$ cat src/rtl/flut_pkg.sv
package flut_pkg;

    localparam int unsigned LUT_K     = 6;
    localparam int unsigned LUT_SIZE  = 1 << LUT_K;
    localparam int unsigned NODE_CNT  = 2 * LUT_SIZE - 1;

    typedef logic [LUT_SIZE-1:0] lut_word_t;
    typedef logic [LUT_K-1:0]    lut_idx_t;

    typedef enum logic {
        FN_MAIN = 1'b0,
        FN_SEC  = 1'b1
    } fn_sel_e;

    typedef struct packed {
        logic main_fn;
        logic sec_fn;
    } lut_fn_t;

    // In split mode the top selection input is forced to 1.
    function automatic lut_idx_t eff_index(input lut_idx_t raw, input logic dual);
        lut_idx_t r;
        r = raw;
        if (dual) r[LUT_K-1] = 1'b1;
        return r;
    endfunction

endpackage

$ cat src/rtl/flut_cfg_store.sv
module flut_cfg_store
    import flut_pkg::*;
#(
    parameter int unsigned WIDTH = LUT_SIZE
) (
    input  logic             clk,
    input  logic             rst,
    input  logic             shift_en_i,
    input  logic             ser_i,
    input  logic             par_load_i,
    input  logic [WIDTH-1:0] par_word_i,
    output logic [WIDTH-1:0] word_o
);

    logic [WIDTH-1:0] word_q;

    always_ff @(posedge clk) begin
        if (rst) begin
            word_q <= '0;
        end else if (shift_en_i) begin
            word_q <= {word_q[WIDTH-2:0], ser_i};
        end else if (par_load_i) begin
            word_q <= par_word_i;
        end
    end

    assign word_o = word_q;

    // serial shift moves the word up and inserts the new bit at the bottom
    a_r2_shift_msb_first: assert property (@(posedge clk) disable iff (rst)
        shift_en_i |=> (word_q == {$past(word_q[WIDTH-2:0]), $past(ser_i)}));

    // parallel load when serial is idle
    a_r3_par_load: assert property (@(posedge clk) disable iff (rst)
        (!shift_en_i && par_load_i) |=> (word_q == $past(par_word_i)));

    // idle store holds its word
    a_r3_hold: assert property (@(posedge clk) disable iff (rst)
        (!shift_en_i && !par_load_i) |=> $stable(word_q));

endmodule

$ cat src/rtl/flut_sel_tree.sv
module flut_sel_tree #(
    parameter int unsigned K = 6
) (
    input  logic [(1<<K)-1:0] table_i,
    input  logic [K-1:0]      sel_i,
    output logic              root_o,
    output logic              node_lo_o
);

    localparam int unsigned N      = 1 << K;
    localparam int unsigned NODES  = 2 * N - 1;

    // Heap layout: node i has children 2i+1 (select 0) and 2i+2 (select 1);
    // leaves occupy indices N-1 .. 2N-2 in table order.
    logic [NODES-1:0] node;

    assign node[NODES-1:N-1] = table_i;

    for (genvar d = 0; d < K; d++) begin : g_depth
        for (genvar m = 0; m < (1 << d); m++) begin : g_node
            localparam int unsigned IDX = (1 << d) - 1 + m;
            assign node[IDX] = sel_i[K-1-d] ? node[2*IDX+2] : node[2*IDX+1];
        end
    end

    assign root_o    = node[0];
    assign node_lo_o = node[1];

endmodule

$ cat src/rtl/flut_out_stage.sv
module flut_out_stage
    import flut_pkg::*;
(
    input  logic    clk,
    input  logic    rst,
    input  lut_fn_t fn_i,
    input  logic    ce_i,
    input  fn_sel_e src_i,
    input  logic    out_reg_i,
    output logic    out_main_o,
    output logic    out_sec_o
);

    logic q;
    logic d_src;
    logic sec_stage;

    assign d_src = (src_i == FN_SEC) ? fn_i.sec_fn : fn_i.main_fn;

    always_ff @(posedge clk) begin
        if (rst)       q <= 1'b0;
        else if (ce_i) q <= d_src;
    end

    // Main path leaves directly unless it owns the register.
    assign out_main_o = (out_reg_i && src_i == FN_MAIN) ? q : fn_i.main_fn;

    // Secondary path passes through an extra selection stage.
    always_comb begin
        sec_stage = fn_i.sec_fn;
        if (out_reg_i && src_i == FN_SEC) sec_stage = q;
    end
    assign out_sec_o = sec_stage;

    // reset clears the register regardless of enable
    a_r9_reset_clears: assert property (@(posedge clk)
        rst |=> (q == 1'b0));

    // enabled capture takes the selected function from before the edge
    a_r7_capture: assert property (@(posedge clk) disable iff (rst)
        ce_i |=> (q == ($past(src_i) == FN_SEC ? $past(fn_i.sec_fn) : $past(fn_i.main_fn))));

    // disabled register holds
    a_r7_hold: assert property (@(posedge clk) disable iff (rst)
        !ce_i |=> $stable(q));

endmodule

$ cat src/rtl/frac_lut_cell.sv
module frac_lut_cell
    import flut_pkg::*;
(
    input  logic                clk,
    input  logic                rst,
    input  logic                cfg_en,
    input  logic                cfg_ser,
    input  logic                cfg_par_load,
    input  logic [LUT_SIZE-1:0] cfg_par_word,
    input  logic [LUT_K-1:0]    lut_in,
    input  logic                dual_mode,
    input  logic                ff_ce,
    input  logic                ff_src_sel,
    input  logic                ff_out_reg,
    output logic                out_main,
    output logic                out_sec
);

    lut_word_t cfg_word;
    lut_idx_t  sel;
    lut_fn_t   fn;
    fn_sel_e   src;

    flut_cfg_store #(.WIDTH(LUT_SIZE)) u_store (
        .clk        (clk),
        .rst        (rst),
        .shift_en_i (cfg_en),
        .ser_i      (cfg_ser),
        .par_load_i (cfg_par_load),
        .par_word_i (cfg_par_word),
        .word_o     (cfg_word)
    );

    assign sel = eff_index(lut_in, dual_mode);

    flut_sel_tree #(.K(LUT_K)) u_tree (
        .table_i   (cfg_word),
        .sel_i     (sel),
        .root_o    (fn.main_fn),
        .node_lo_o (fn.sec_fn)
    );

    assign src = fn_sel_e'(ff_src_sel);

    flut_out_stage u_out (
        .clk        (clk),
        .rst        (rst),
        .fn_i       (fn),
        .ce_i       (ff_ce),
        .src_i      (src),
        .out_reg_i  (ff_out_reg),
        .out_main_o (out_main),
        .out_sec_o  (out_sec)
    );

    // combinational secondary output reads the lower half of the table
    a_r6_sec_lower_half: assert property (@(posedge clk) disable iff (rst)
        !(ff_out_reg && ff_src_sel) |-> (out_sec == cfg_word[{1'b0, lut_in[LUT_K-2:0]}]));

    // split mode main output reads the upper half, top input ignored
    a_r5_dual_upper_half: assert property (@(posedge clk) disable iff (rst)
        (dual_mode && !(ff_out_reg && !ff_src_sel)) |-> (out_main == cfg_word[{1'b1, lut_in[LUT_K-2:0]}]));

    // single mode main output reads the full six-input index
    a_r4_single_full: assert property (@(posedge clk) disable iff (rst)
        (!dual_mode && !(ff_out_reg && !ff_src_sel)) |-> (out_main == cfg_word[lut_in]));

endmodule

$ cat config.mk
export PLATFORM = sky130hd
export DESIGN_NAME = frac_lut_cell
export DESIGN_NICKNAME = d
export VERILOG_FILES = /design/src/rtl/flut_pkg.sv /design/src/rtl/flut_cfg_store.sv /design/src/rtl/flut_sel_tree.sv /design/src/rtl/flut_out_stage.sv /design/src/rtl/frac_lut_cell.sv
export SDC_FILE = /design/constraint.sdc
export NUM_CORES = 1
export LEC_CHECK = 0
export BUFFER_PORTS_ARGS = -buffer_cell sky130_fd_sc_hd__buf_2
export CORE_MARGIN = 2
export CORE_UTILIZATION = 45
export CTS_CLUSTER_SIZE = 28
export DETAILED_ROUTE_END_ITERATION = 6
export GPL_TIMING_DRIVEN = 1
export PLACE_DENSITY = 0.71
export SYNTH_ARGS = -nofsm -noshare
export SYNTH_HDL_FRONTEND = slang
export SYNTH_SLANG_ARGS = --single-unit
$ cat constraint.sdc
create_clock -name clk -period 1.5 [get_ports clk]
set_input_delay 0.225 -clock clk [delete_from_list [all_inputs] [get_ports clk]]
set_output_delay 0.225 -clock clk [all_outputs]
set_load 0.02 [all_outputs]
==> flow_metrics.tcl <==
set metrics [dict create \
    fmax_mhz 496.2 \
    cp.required_ns 1.27 \
    synth_area_leaders "dfxtp_1 (37%), mux2i_1 (24%), nor2_1 (14%), a21oi_1 (9.4%), mux4_1 (2.2%)" \
    synth_top_family_by_area "multiplexers" \
    core_area_mm2 0.007687 \
    cpPeakStageDelay_ns 0.47 \
    start_util_pct 46.34 \
    netlist_area_mm2 0.003562 \
    setup_viol 3 \
    boundaryPins 81 \
    hold_violations 0 \
    p_leak_nw 2.307 \
    skew_ns 0.008192 \
    peakVddDrop_uv 457.1 \
    yosysWarnings 0 \
    synth_top_area_cell "dfxtp_1" \
    die_h_um 92.97 \
    cp.arrival_ns 1.79 \
    finalWirelength_um 8977 \
    critPathKind "reg2out" \
    syn_inst 436 \
    post_drt_wl_per_cell_um 13.40 \
    clkPwrFrac_pct 34.2 \
    post-place-ws_ns -0.4310 \
    hold_path.class "in2reg" \
    synth_edf_count 0 \
    relSlewSlack_pct 76.92 \
    synth_nets 515 \
    dieArea_mm2 0.008643 \
    internal-power_mw 3.005 \
    viasPerCell 5.094 \
    antennaDiodeCount 0 \
    root_buffer "clkbuf_8" \
    grt_max_degree 52 \
    path_cells "mux4_2 -> a311oi_2 -> a32o_2 -> a31oi_4 -> buf_6" \
    fin_crit_ns 2.015 \
    ys_types 32 \
    timing.final.ws_setup_ns -0.5154 \
    violations "negative setup slack" \
    ant_nets 0 \
    rows 32 \
    drt_iter0_drc 237 \
    clockBufferDepth 2 \
    yosys.area_share.adder_pct 0 \
    filler_cell_count 683 \
    synthArstFlopShare_pct 0 \
    grt-ovfl-total 0 \
    drv_cap 0 \
    cts-buffers-inserted 9 \
    startpoint_type "flop" \
    whs_ns 0.1120 \
    pwr-share-seq_pct 45.2 \
    port_buffers 80 \
    synth_most_common_cell "nor2_1" \
    drc_errors 0 \
    clk_pin_slew_ns 0.07 \
    post-route-util_pct 61.78 \
    worstRegToRegCells 6 \
    synth_compound_area_share_pct 14.01 \
    seq_area_frac_synth_pct 36.53 \
    worst_pin_slew_ns 0.3418 \
    combPwrFrac_pct 20.6 \
    cts.sink_count 65 \
    antenna_found_initial 1 \
    synth_top_area_share_pct 36.53 \
    synthFlopType "dfxtp_1" \
    place_hpwl_um 6520 \
    num_vias 3413 \
    clock_latency_ns 0.35 \
    regArea_mm2 0.001303 \
    multiInputGateArea_mm2 0.002125 \
    synth_area_per_cell_um2 8.170 \
    synth-xor-area-share_pct 0 \
    grt_pass1_wl_um 15010 \
    first_global_vias 3193 \
    cts_tree "done" \
    dr.pass1.iters 4 \
    status "finished with violations" \
    cp_max_fo 2 \
    synth.mux.area_fraction_pct 27.61 \
    critPathSlowestCell "mux4_2" \
    area_growth_pct 33.33 \
    power.net_switching_mw 1.133 \
    synth-seq-cells 65 \
    yosys.area_share.simple_pct 17.56 \
    grtUsageTotal_pct 21.65 \
    gp_congestion 0.8350 \
    min_path_cells 3 \
    cp-end-kind "output pin" \
    ctsHtreeMaxLevel 3 \
    layout-drive-gt1-share_pct 31.34 \
    ys_top_cells_by_count "nor2_1 (134), mux2i_1 (87), a21oi_1 (67)" \
    drv_slew 0 \
    setup_tns_ns -0.9915 \
    power_per_cell_area_mw_per_mm2 871.3 \
    switching_share_pct 27.39 \
    rsz0062_at_grt "true" \
    finalCritPeriodShare_pct 134.4 \
    die_x_um 92.97 \
    nets 643 \
]
## cell type report
| type | instances | area share (%) |
|---|---|---|
| clock buffers | 11 | 2.766 |
| flip-flops and latches | 65 | 27.42 |
| clock inverters | 4 | 0.9484 |
| inverters | 1 | 0.07903 |
| well taps | 102 | 2.687 |
| repair buffers | 150 | 21.36 |
| multi-input cells | 337 | 44.73 |
## cells in the final DEF (no fill, tap or decap), types with 2 or more instances in the layout
master,count
a211oi_1,2
dfxtp_1,64
nor2b_1,2
buf_4,67
nor2_1,134
a22oi_1,4
mux4_2,4
o211ai_1,2
nand2b_1,3
clkbuf_1,2
and2b_2,2
mux2i_1,87
o21ai_1,2
nand3_1,4
buf_12,6
a21oi_1,66
buf_2,76
clkbuf_8,9
nand2_1,11
clkinv_2,3
a311oi_1,2
## cells by family (layout without fill, tap and decap cells)
logic type	count (synthesis)	count (layout)
compound gates	87	87
flops	65	65
mux	92	92
buf+inv	34	166
simple gates	158	158
## critical path: cells and delay by family, from the launching register on
| family | cells | cell delay, ns |
|---|---|---|
| AOI/OAI and AO/OA | 3 | 0.50 |
| buffers and inverters | 1 | 0.14 |
| DFF | 1 | 0.33 |
| muxes | 1 | 0.47 |
## sequential cells by signal, indices dropped and copies added (netlist names)
name            cells
u_store.word_o     64
u_out.q             1
## through the flow
stage / power, mW / instances / cell area, um^2
2_1_floorplan: 2.394 / 436 / 3607
3_3_place_gp: 2.722 / 654 / 4557
3_5_place_dp: 2.741 / 654 / 4557
4_1_cts: 4.150 / 670 / 4747
5_1_grt: 4.332 / 670 / 4750
6_report: 4.138 / 670 / 4750
## power groups by stage
stage / logic (mW) / clock network, mW / registers, mW
finish: 0.853 / 1.42 / 1.87
global route: 0.944 / 1.51 / 1.88
CTS: 0.853 / 1.43 / 1.87
detailed placement: 0.834 / 0 / 1.91
global placement: 0.817 / 0 / 1.91
floorplan: 0.498 / 0 / 1.90
## final timing paths
path | from | end | slack, ns
setup / recovery | u_store.word_o[55] | out_main | -0.52
hold reg to reg | u_out.q | u_out.q | 0.51
hold / removal | cfg_ser | u_store.word_o[0] | 0.11
setup reg to reg | u_store.word_o[55] | u_out.q | -0.11
## per-layer routing
metal / share of wire, % / global-route usage [%]
met5: 0 / 0
met3: 5.4 / 4.754
met1: 46 / 28.56
met4: 0.87 / 6.250
met2: 48 / 35.75
## what timing repair did
| item | in CTS | in global routing |
|---|---|---|
| cloned | 0 | 0 |
| hold endpoints to repair | 0 | 0 |
| setup buffers | 1 | 0 |
| endpoints found under the setup margin | 3 | 3 |
| hold buffers | 0 | 0 |
| resized for setup | 5 | 2 |
| pin swaps | 6 | 4 |
Note: power is estimated with default switching activity, not from simulation.
